--- src/rtl/rn_pkg.sv ---
package rn_pkg;
  typedef enum logic [1:0] {
    OPK_OTHER = 2'd0,
    OPK_XOR   = 2'd1,
    OPK_SUB   = 2'd2,
    OPK_MOVI  = 2'd3
  } op_kind_e;
endpackage

--- src/rtl/rn_idiom.sv ---
module rn_idiom
  import rn_pkg::*;
#(
  parameter int AW = 5
) (
  input  op_kind_e        kind,
  input  logic            s0_en,
  input  logic [AW-1:0]   s0_reg,
  input  logic            s1_en,
  input  logic [AW-1:0]   s1_reg,
  output logic            s0_dep,
  output logic            s1_dep,
  output logic            zero_pat
);
  logic self_op;
  logic no_src;

  always_comb begin
    self_op  = (kind == OPK_XOR) || (kind == OPK_SUB);
    zero_pat = self_op && s0_en && s1_en && (s0_reg == s1_reg);
    no_src   = zero_pat || (kind == OPK_MOVI);
    s0_dep   = s0_en && !no_src;
    s1_dep   = s1_en && !no_src;
  end
endmodule

--- src/rtl/rn_maptable.sv ---
module rn_maptable #(
  parameter int NUM_MAP = 17,
  parameter int TW      = 7,
  parameter int AW      = 5,
  localparam int FLAG_IDX = NUM_MAP - 1
) (
  input  logic          clk,
  input  logic          rst_n,
  input  logic [AW-1:0] rd0_idx,
  input  logic [AW-1:0] rd1_idx,
  input  logic [AW-1:0] rdd_idx,
  output logic [TW-1:0] rd0_tag,
  output logic [TW-1:0] rd1_tag,
  output logic [TW-1:0] rdd_tag,
  output logic [TW-1:0] rdf_tag,
  input  logic          wr_dst_en,
  input  logic [AW-1:0] wr_dst_idx,
  input  logic [TW-1:0] wr_dst_tag,
  input  logic          wr_flag_en,
  input  logic [TW-1:0] wr_flag_tag
);
  logic [TW-1:0] map_q [NUM_MAP];
  logic [TW-1:0] map_d [NUM_MAP];

  function automatic logic [TW-1:0] lookup(input logic [AW-1:0] idx);
    logic [TW-1:0] r;
    r = '0;
    for (int i = 0; i < NUM_MAP; i++) begin
      if (idx == AW'(i)) r = map_q[i];
    end
    return r;
  endfunction

  always_comb begin
    rd0_tag = lookup(rd0_idx);
    rd1_tag = lookup(rd1_idx);
    rdd_tag = lookup(rdd_idx);
    rdf_tag = map_q[FLAG_IDX];
  end

  always_comb begin
    for (int i = 0; i < NUM_MAP; i++) begin
      map_d[i] = map_q[i];
      if (wr_dst_en && (wr_dst_idx == AW'(i))) map_d[i] = wr_dst_tag;
    end
    if (wr_flag_en) map_d[FLAG_IDX] = wr_flag_tag;
  end

  always_ff @(posedge clk or negedge rst_n) begin
    if (!rst_n) begin
      for (int i = 0; i < NUM_MAP; i++) map_q[i] <= TW'(i);
    end else if (wr_dst_en || wr_flag_en) begin
      for (int i = 0; i < NUM_MAP; i++) map_q[i] <= map_d[i];
    end
  end

  // a written mapping is the one read afterwards
  a_r2_map_holds_write: assert property (@(posedge clk) disable iff (!rst_n)
    wr_dst_en |=> map_q[$past(wr_dst_idx)] == $past(wr_dst_tag));

  // the flags entry takes the flag tag
  a_r7_flag_holds_write: assert property (@(posedge clk) disable iff (!rst_n)
    wr_flag_en |=> rdf_tag == $past(wr_flag_tag));

  // without writes the flags mapping stays put
  a_r8_map_idle_stable: assert property (@(posedge clk) disable iff (!rst_n)
    !wr_flag_en |=> $stable(rdf_tag));
endmodule

--- src/rtl/rn_freelist.sv ---
module rn_freelist #(
  parameter int NUM_PHYS = 128,
  parameter int NUM_RESV = 17,
  parameter int TW       = 7,
  localparam int CAP     = NUM_PHYS - NUM_RESV,
  localparam int CW      = $clog2(NUM_PHYS + 1)
) (
  input  logic          clk,
  input  logic          rst_n,
  input  logic [1:0]    pop_cnt,
  input  logic          push_a_en,
  input  logic [TW-1:0] push_a_tag,
  input  logic          push_b_en,
  input  logic [TW-1:0] push_b_tag,
  output logic [TW-1:0] head0_tag,
  output logic [TW-1:0] head1_tag,
  output logic [CW-1:0] avail
);
  logic [TW-1:0] slot_q [NUM_PHYS];
  logic [TW-1:0] head_q, head_d, tail_q, tail_d, tail_b;
  logic [CW-1:0] cnt_q, cnt_d;
  logic [1:0]    push_cnt;

  function automatic logic [TW-1:0] bump(input logic [TW-1:0] p);
    return (p == TW'(NUM_PHYS - 1)) ? '0 : p + 1'b1;
  endfunction

  always_comb begin
    push_cnt  = {1'b0, push_a_en} + {1'b0, push_b_en};
    tail_b    = push_a_en ? bump(tail_q) : tail_q;
    head0_tag = slot_q[head_q];
    head1_tag = slot_q[bump(head_q)];
    avail     = cnt_q;
    head_d    = head_q;
    if (pop_cnt == 2'd1) head_d = bump(head_q);
    else if (pop_cnt == 2'd2) head_d = bump(bump(head_q));
    tail_d    = tail_q;
    if (push_cnt == 2'd1) tail_d = bump(tail_q);
    else if (push_cnt == 2'd2) tail_d = bump(bump(tail_q));
    cnt_d     = cnt_q + CW'(push_cnt) - CW'(pop_cnt);
  end

  always_ff @(posedge clk or negedge rst_n) begin
    if (!rst_n) begin
      head_q <= '0;
      tail_q <= TW'(CAP % NUM_PHYS);
      cnt_q  <= CW'(CAP);
    end else begin
      head_q <= head_d;
      tail_q <= tail_d;
      cnt_q  <= cnt_d;
    end
  end

  always_ff @(posedge clk or negedge rst_n) begin
    if (!rst_n) begin
      for (int i = 0; i < NUM_PHYS; i++)
        slot_q[i] <= (i < CAP) ? TW'(i + NUM_RESV) : '0;
    end else begin
      if (push_a_en) slot_q[tail_q] <= push_a_tag;
      if (push_b_en) slot_q[tail_b] <= push_b_tag;
    end
  end

  // never hand out more tags than are queued
  a_r8_no_underflow: assert property (@(posedge clk) disable iff (!rst_n)
    CW'(pop_cnt) <= cnt_q);

  // legal releases never overfill the queue
  a_r9_no_overflow: assert property (@(posedge clk) disable iff (!rst_n)
    cnt_q <= CW'(CAP));
endmodule

--- src/rtl/reg_renamer.sv ---
module reg_renamer
  import rn_pkg::*;
#(
  parameter int NUM_GPR  = 16,
  parameter int NUM_PHYS = 128,
  localparam int NUM_MAP = NUM_GPR + 1,
  localparam int AW      = $clog2(NUM_MAP),
  localparam int GW      = $clog2(NUM_GPR),
  localparam int TW      = $clog2(NUM_PHYS),
  localparam int CW      = $clog2(NUM_PHYS + 1)
) (
  input  logic          clk,
  input  logic          rst_n,
  input  logic          in_valid,
  output logic          in_ready,
  input  logic [1:0]    in_kind,
  input  logic          in_src0_en,
  input  logic [AW-1:0] in_src0_reg,
  input  logic          in_src1_en,
  input  logic [AW-1:0] in_src1_reg,
  input  logic          in_dst_en,
  input  logic [GW-1:0] in_dst_reg,
  input  logic          in_flag_wr,
  output logic          out_valid,
  output logic [TW-1:0] out_src0_tag,
  output logic          out_src0_dep,
  output logic [TW-1:0] out_src1_tag,
  output logic          out_src1_dep,
  output logic [TW-1:0] out_dst_tag,
  output logic [TW-1:0] out_dst_prev,
  output logic          out_dst_zero,
  output logic [TW-1:0] out_flag_tag,
  output logic [TW-1:0] out_flag_prev,
  input  logic          cm_dst_en,
  input  logic [TW-1:0] cm_dst_tag,
  input  logic          cm_flag_en,
  input  logic [TW-1:0] cm_flag_tag
);
  logic [1:0]    need;
  logic          fire;
  logic [1:0]    pop_cnt;
  logic [TW-1:0] head0, head1;
  logic [CW-1:0] avail;
  logic          zero_pat;
  logic [AW-1:0] dst_idx;

  assign dst_idx = AW'(in_dst_reg);

  rn_idiom #(.AW(AW)) u_idiom (
    .kind    (op_kind_e'(in_kind)),
    .s0_en   (in_src0_en),
    .s0_reg  (in_src0_reg),
    .s1_en   (in_src1_en),
    .s1_reg  (in_src1_reg),
    .s0_dep  (out_src0_dep),
    .s1_dep  (out_src1_dep),
    .zero_pat(zero_pat)
  );

  always_comb begin
    need         = {1'b0, in_dst_en} + {1'b0, in_flag_wr};
    in_ready     = (avail >= CW'(need));
    fire         = in_valid && in_ready;
    pop_cnt      = fire ? need : 2'd0;
    out_valid    = fire;
    out_dst_tag  = head0;
    out_flag_tag = in_dst_en ? head1 : head0;
    out_dst_zero = fire && in_dst_en && zero_pat;
  end

  rn_maptable #(.NUM_MAP(NUM_MAP), .TW(TW), .AW(AW)) u_map (
    .clk        (clk),
    .rst_n      (rst_n),
    .rd0_idx    (in_src0_reg),
    .rd1_idx    (in_src1_reg),
    .rdd_idx    (dst_idx),
    .rd0_tag    (out_src0_tag),
    .rd1_tag    (out_src1_tag),
    .rdd_tag    (out_dst_prev),
    .rdf_tag    (out_flag_prev),
    .wr_dst_en  (fire && in_dst_en),
    .wr_dst_idx (dst_idx),
    .wr_dst_tag (out_dst_tag),
    .wr_flag_en (fire && in_flag_wr),
    .wr_flag_tag(out_flag_tag)
  );

  rn_freelist #(.NUM_PHYS(NUM_PHYS), .NUM_RESV(NUM_MAP), .TW(TW)) u_free (
    .clk       (clk),
    .rst_n     (rst_n),
    .pop_cnt   (pop_cnt),
    .push_a_en (cm_dst_en),
    .push_a_tag(cm_dst_tag),
    .push_b_en (cm_flag_en),
    .push_b_tag(cm_flag_tag),
    .head0_tag (head0),
    .head1_tag (head1),
    .avail     (avail)
  );

  // a zeroing result never waits on a source
  a_r5_zero_no_dep: assert property (@(posedge clk) disable iff (!rst_n)
    out_dst_zero |-> !out_src0_dep && !out_src1_dep);

  // dual allocation yields two distinct tags
  a_r7_distinct_tags: assert property (@(posedge clk) disable iff (!rst_n)
    (out_valid && in_dst_en && in_flag_wr) |-> out_dst_tag != out_flag_tag);

  // a fresh tag is never the one being replaced
  a_r2_fresh_tag: assert property (@(posedge clk) disable iff (!rst_n)
    (out_valid && in_dst_en) |-> out_dst_tag != out_dst_prev);
endmodule

--- config.mk ---
export PLATFORM = sky130hd
export DESIGN_NAME = reg_renamer
export DESIGN_NICKNAME = d
export VERILOG_FILES = /design/src/rtl/rn_pkg.sv /design/src/rtl/rn_idiom.sv /design/src/rtl/rn_maptable.sv /design/src/rtl/rn_freelist.sv /design/src/rtl/reg_renamer.sv
export SDC_FILE = /design/constraint.sdc
export NUM_CORES = 2
export LEC_CHECK = 0
export BUFFER_PORTS_ARGS = -buffer_cell sky130_fd_sc_hd__buf_2
export CAP_MARGIN = 20
export CELL_PAD_IN_SITES_DETAIL_PLACEMENT = 1
export CELL_PAD_IN_SITES_GLOBAL_PLACEMENT = 2
export CORE_MARGIN = 2
export CORE_UTILIZATION = 43
export CTS_CLUSTER_DIAMETER = 100
export DETAILED_ROUTE_END_ITERATION = 8
export PLACE_DENSITY = 0.85
export SYNTH_ARGS = -nofsm -noshare
export SYNTH_HDL_FRONTEND = slang
export SYNTH_SLANG_ARGS = --single-unit
--- constraint.sdc ---
create_clock -name clk -period 4.71 [get_ports clk]
set_clock_uncertainty 0.2 [all_clocks]
set_input_delay 0.7065 -clock clk [delete_from_list [all_inputs] [get_ports clk]]
set_output_delay 0.7065 -clock clk [all_outputs]
set_load 0.02 [all_outputs]
After elaboration in Yosys (flattened, before gate mapping)
Cells that the tools add are included.
{"block": "word_totals", "elab_cells": 355, "reg_bits": 1037}
{"block": "op_classes", "reduce_logical": 53, "n_addsub": 8, "n_bitwise": 4, "order_cmp": 7, "n_mux": 76, "eq_ne": 59}
{"op": "896-bit bitwise mux", "count": 2}
{"op": "896-bit 2-to-1 mux", "count": 2}
{"op": "7-bit 2-to-1 mux", "count": 67}
{"op": "7-bit binary-select mux with 7-bit select", "count": 2}
{"op": "7-bit demux with 7-bit select", "count": 2}
{"op": "5-bit by 4-bit == test with 1-bit output (second input constant)", "count": 16}
{"op": "5-bit by 3-bit == test with 1-bit output (second input constant)", "count": 8}
{"op": "2-bit AND reduction", "count": 17}
{"op": "4-bit == test (second input constant)", "count": 8}
{"op": "8-bit >= comparator (second input constant)", "count": 4}
{"op": "7-bit inverter with 8-bit output", "count": 4}
{"op": "7-bit by 1-bit adder with 7-bit output (second input constant)", "count": 4}
{"op": "7-bit == test (second input constant)", "count": 4}
{"op": "1-bit logical AND", "count": 27}
{"op": "5-bit by 2-bit == test with 1-bit output (second input constant)", "count": 4}
{"op": "4-bit by 3-bit == test with 1-bit output (second input constant)", "count": 4}
{"op": "8-bit by 1-bit < comparator with 1-bit output (second input constant)", "count": 2}
{"op": "5-bit zero test", "count": 3}
{"op": "5-bit by 1-bit == test with 1-bit output (second input constant)", "count": 2}
{"op": "5-bit == test (second input constant)", "count": 2}
{"op": "8-bit by 2-bit adder with 8-bit output", "count": 1}
{"op": "2-bit == test (second input constant)", "count": 4}
{"op": "4-bit by 2-bit == test with 1-bit output (second input constant)", "count": 2}
{"op": "8-bit by 2-bit >= comparator with 1-bit output", "count": 1}
{"op": "9 further kinds", "count": 15}

Logic depth before layout (Yosys ltp)
{"block": "logic_depth", "word_depth": 18, "ltp_mapped": 21, "ltp_nobuf": 20}

Hierarchy
From an unflattened synthesis, not the netlist that was laid out.
{"block": "unflattened", "hier_cells": 6831, "area_unflattened_um2": 68745.9}
{"mod": "rn_freelist", "cells_per_inst": 5856, "area_per_inst_um2": 59290.6, "instances": 1}
{"mod": "rn_maptable", "cells_per_inst": 932, "area_per_inst_um2": 9126.3, "instances": 1}
{"mod": "reg_renamer", "cells_per_inst": 29, "area_per_inst_um2": 222.7, "instances": 1}
{"mod": "rn_idiom", "cells_per_inst": 14, "area_per_inst_um2": 106.4, "instances": 1}

Worst setup path before layout
OpenSTA, ideal clock, no wires.
{"block": "synth_timing", "path_kind": "input-to-reg", "from": "input in_dst_en", "to": "register u_free.cnt_q[7] (netlist: u_free.avail[7])", "stages": 20, "slack_ns": 0.268, "arrival_ns": 4.163, "setup_time_ns": 0.079, "required_ns": 4.431, "path_buffers": 1, "path_cell_list": "ha_1 -> ha_1 -> nand2b_1 -> a21oi_1 -> o21ai_0 -> a21bo_2 -> and2_1 -> clkbuf_1 -> nand2_1 -> inv_1 -> fa_1 -> inv_1 -> ha_1 -> a21o_1 -> a21oi_1 -> o21bai_1 -> a21oi_1 -> o21bai_1 -> a21oi_1 -> xor2_1"}
{"block": "synth_via", "elab_chain_len": 5}
{"element": "start, declared", "line_no": "reg_renamer.sv:21", "text": "input logic in_dst_en,"}
{"element": "1-bit by 1-bit adder with 2-bit output", "line_no": "reg_renamer.sv:61", "text": "need = {1'b0, in_dst_en} + {1'b0, in_flag_wr};"}
{"element": "8-bit by 2-bit >= comparator with 1-bit output", "line_no": "reg_renamer.sv:62", "text": "in_ready = (avail >= CW'(need));"}
{"element": "named net in_ready", "line_no": "reg_renamer.sv:15", "text": "output logic in_ready,"}
{"element": "1-bit logical AND", "line_no": "reg_renamer.sv:63", "text": "fire = in_valid && in_ready;"}
{"element": "named net out_valid", "line_no": "reg_renamer.sv:24", "text": "output logic out_valid,"}
{"element": "2-bit 2-to-1 mux", "line_no": "reg_renamer.sv:64", "text": "pop_cnt = fire ? need : 2'd0;"}
{"element": "8-bit by 2-bit subtractor with 8-bit output", "line_no": "rn_freelist.sv:40", "text": "cnt_d = cnt_q + CW'(push_cnt) - CW'(pop_cnt);"}
{"element": "named net u_free.cnt_d[7]", "line_no": "rn_freelist.sv:21", "text": "logic [CW-1:0] cnt_q, cnt_d;"}
{"element": "end signal, assigned", "line_no": "rn_freelist.sv:47", "text": "cnt_q <= CW'(CAP);"}
{"element": "end signal, assigned", "line_no": "rn_freelist.sv:51", "text": "cnt_q <= cnt_d;"}
{"element": "end, declared", "line_no": "rn_freelist.sv:21"}
The timed path passes the listed nets, and every way through them passes these cells.
A chain may end at the register's enable or synchronous reset.

Worst setup path in the final report
{"block": "layout_timing", "from": "register u_free.head_q[0]", "to": "output out_flag_tag[4]"}
{"block": "layout_via", "elab_chain_len": 7}
{"element": "start, declared", "line_no": "rn_freelist.sv:20", "text": "logic [TW-1:0] head_q, head_d, tail_q, tail_d, tail_b;"}
{"element": "start signal, assigned", "line_no": "rn_freelist.sv:45", "text": "head_q <= '0;"}
{"element": "start signal, assigned", "line_no": "rn_freelist.sv:49", "text": "head_q <= head_d;"}
{"element": "7-bit by 1-bit adder with 7-bit output / 7-bit == test (equally long branches)", "line_no": "rn_freelist.sv:25", "text": "return (p == TW'(NUM_PHYS - 1)) ? '0 : p + 1'b1;"}
{"element": "7-bit 2-to-1 mux", "line_no": "rn_freelist.sv:25"}
{"element": "7-bit inverter with 8-bit output (not written as such)", "line_no": "rn_freelist.sv:32", "text": "head1_tag = slot_q[bump(head_q)];"}
{"element": "7-bit binary-select mux with 7-bit select", "line_no": "rn_freelist.sv:32"}
{"element": "7-bit 2-to-1 mux (not written as such) (2 in a row)", "line_no": "rn_freelist.sv:32"}
{"element": "7-bit 2-to-1 mux (*)", "line_no": "reg_renamer.sv:67", "text": "out_flag_tag = in_dst_en ? head1 : head0;"}
{"element": "end, declared", "line_no": "reg_renamer.sv:32", "text": "output logic [TW-1:0] out_flag_tag,"}
Every way passes the cells marked *; elsewhere a longest branch is shown, timed or not. The select of a mux whose other input is x is not followed.

==> results by group <==
Status
  – Status: finished, violations left
  – Failing checks: setup timing

Final layout
  – Post-route cell area: 0.07972 sq mm
  – Share of cells above drive strength 1: 29.73%
  – Register Area: 0.02654 sq mm
  – Fillers: 16,730
  – P&R area growth vs syn: 17.85%
  – Most frequent cells in the layout: mux2i_1 (1,053), nand2_1 (924), o21ai_0 (779)
  – Final Net Count: 6,935
  – Commonest non-fill, non-tap cell in the layout: mux2i_1
  – Multi-input logic area: 0.03959 sq mm

Global routing
  – First-pass GRT wire length: 435,800 microns
  – Total Routing Usage GR: 36.31%
  – Vias in the first global route: 62,130
  – Largest net degree at the start of global routing: 108
  – Congestion Overflow GR: 0
  – Initial antenna violation count: 6

Synth
  – Share of the synthesized area in the top cell type: 21.35%
  – Synth unique cells: 77
  – YS warnings: 0
  – Syn nets: 6,761
  – Post-Syn Instances: 6,696
  – Top_reg_cell synth: dfrtp_1
  – Synthesized cell area: 0.06764 sq mm
  – Number of synthesized flops with an enable pin: 0
  – Sequential element share of the synthesized area: 39.21%
  – Synth top area cells: dfrtp_1 (21%), dfstp_2 (18%), mux2i_1 (16%)
  – Post-synth ARST share: 100.0%
  – Post-synth top area cell: dfrtp_1
  – Mapped Avg Cell Area: 10.10 sq um
  – Post-synthesis register bit count: 1,037

STA
  – # setup viols final: 14
  – Tcrit/Tclk final: 109.4%
  – RSZ-0062 raised after global routing: yes
  – Endpoints failing hold: 0
  – Worst-Margin Slew: 1176 ps
  – Peak Freq: 194.0 MHz
  – Final slew viol count: 0
  – PnR worst setup slack: -443.5 ps
  – Min Tclk post-route: 5154 ps
  – Final hold slack: 301.8 ps
  – Max_slew headroom: 21.31%

Clock network
  – Clk_lat worst skew: 790 ps
  – Max Buffers Root-to-Sink: 3
  – CTS tree: built
  – # clock sinks: 1,037
  – Clock root cell: clkbuf_16
  – Inserted Clock Buffers: 120
  – Worst-path clk slew: 70 ps
  – # H-tree levels: 3

Critical path
  – Crit-path max FO: 7
  – Most used cell, CP: buf_4
  – Worst EP arrival: 4250 ps
  – FF-to-FF path depth: 11
  – CP startpoint kind: flip-flop
  – Critical path's slowest cell: mux4_2
  – Worst Path Required: 3800 ps
  – WS Path Type: flip-flop to primary output
  – Critical Path Max Stage Delay: 530 ps
  – Critical path capture point type: primary output
  – CP Cell Sequence: ha_4, nand3_4, o21a_4, buf_12, buf_4, buf_12, bufbuf_16, mux4_2, mux2i_2, a211o_1, a211oi_2, buf_4, nor4_4, buf_4, a21oi_2, buf_4

Routing
  – Drt via density: 6.707
  – Routed via count: 60,640
  – Wirelength, routed: 297,500 microns
  – Pre-antenna DRT Iters: 8
  – ANT nets after route: 0
  – Post-DR wirelength/cell: 32.91 microns
  – DR DRC count: 0
  – DRT iter0 DRCs: 7,169

Floorplan
  – # IOs: 86
  – Die area: 0.1605 sq mm
  – Chip width: 400.6 microns
  – # rows: 145
  – CORE AREA: 0.1562 sq mm
  – Initial Util: 43.30%
  – Die H: 400.6 microns

Pwr
  – Pwr per Cell Area: 612.1 mW/mm^2
  – Power, Total: 0.04879 W
  – IR drop worst, VDD: 0.4560 mV
  – P_leak: 34.14 nW

Placement
  – Placed wire-length estimate: 197,100 microns
  – GP Congestion: 1.006
  – PortBufs: 85
  – Dpl cell area: 0.07215 sq mm

Flow run
  – Max cap viols: 0

Min path
  – Hold Path Class: input port to flip-flop
  – Hold depth: 3
flip-flops by register name, indices dropped and copies added, names as in the netlist:
| signal | flops |
|---|---|
| u_free.avail | 8 |
| u_free.head_q | 7 |
| u_free.slot_q | 896 |
| u_free.tail_q | 7 |
| u_map.map_q | 112 |
| u_map.rdf_tag | 7 |
stage by stage:
step                      util, %  worst slack, ps  setup TNS [ps]  std cells
after global routing        51.03           -447.9           -3744       9036
after global placement      46.18           -356.1          -656.4       8682
after CTS                   50.53           -413.2           -3243       9001
final                       51.03           -443.5           -3550       9040
after detailed placement    46.19           -467.8          -858.8       8684
after floorplan                 -            268.1               0       6696
synth_stat cells (11+ instances only):
cell,instances
mux2i_1,1070
nand2_1,924
o21ai_0,792
dfrtp_1,577
nor2_1,536
dfstp_2,460
clkbuf_1,453
mux4_2,407
a21oi_1,385
mux2_2,141
nand3_1,79
o22ai_1,69
nor3_1,62
buf_2,59
nand2b_1,47
a22oi_1,45
buf_1,40
buf_4,40
inv_1,34
a221oi_1,32
o211ai_1,31
a211oi_1,25
o221ai_1,25
ha_1,24
or3_1,24
buf_6,21
nor2b_1,19
or2_2,19
xnor2_1,18
a2111oi_0,17
nor4_1,16
xor2_1,14
and2_1,11
worst max-delay path: cells and delay by family (launching register included):
| family | cells | cell delay, ps |
|---|---|---|
| compound gates | 4 | 540 |
| fa+ha+maj | 1 | 200 |
| buf+inv | 7 | 1210 |
| flops | 1 | 520 |
| mux | 2 | 740 |
| simple gates | 2 | 230 |
logic make-up (layout without fill, tap and decap cells):
group | count (synthesis) | after routing | share of synthesized area, %
compound gates | 1543 | 1543 | 12.91
xor+xnor | 34 | 34 | 0.4624
fa+ha+maj | 26 | 26 | 0.5031
buf+inv | 651 | 932 | 4.177
flops | 1037 | 1037 | 39.21
mux | 1618 | 1618 | 31.73
other cells | 0 | 5 | 0
simple gates | 1787 | 1787 | 11.00
final cells by class:
cell class                      count  area share [%]
Antenna cell                        5         0.01570
Clock buffer                      181           4.395
Clock inverter                     48          0.9747
Inverter                           38          0.1789
Multi-Input combinational cell   5008           49.66
Sequential cell                  1037           33.29
Tap cell                         2058           3.230
Timing Repair Buffer              665           8.256
metal layers:
metal / global-route usage [%] / vias to the layer above / part of all wire, % / wire length [microns]
met1: 47.23 / 31520 / 39 / 116000
met4: 21.55 / 6 / 6.4 / 19170
li1: - / 24860 / - / -
met2: 55.68 / 3383 / 45 / 135000
met3: 7.976 / 868 / 9.2 / 27300
met5: 0 / - / 0.015 / 44
where the power goes:
group          leakage, nW  internal (W)  total, W  switching [W]
clock                 2.07       0.00613    0.0104        0.00425
sequential            12.5        0.0121    0.0149        0.00273
combinational         19.6        0.0102    0.0235         0.0133
total                 34.1        0.0285    0.0488         0.0203
timing repair:
action	CTS	global route
hold buffers	1	0
endpoints found under the hold margin	21	0
cloned	18	2
resized for setup	253	109
setup buffers	74	39
endpoints found under the setup margin	14	14
pin swaps	49	39
path summary, 6_finish.rpt:
kind	start	end	slack (ps)
min in group asynchronous	rst_n	u_free.slot_q[79]	340
worst min register to register	u_map.map_q[34]	u_map.map_q[34]	360
max in group asynchronous	rst_n	u_free.slot_q[563]	2790
worst max-delay path	u_free.head_q[0]	out_flag_tag[4]	-440
worst max register to register	u_free.tail_q[1]	u_free.slot_q[725]	520
worst min-delay path	cm_flag_tag[0]	u_free.slot_q[805]	300
Note: power is estimated with default switching activity, not from simulation.
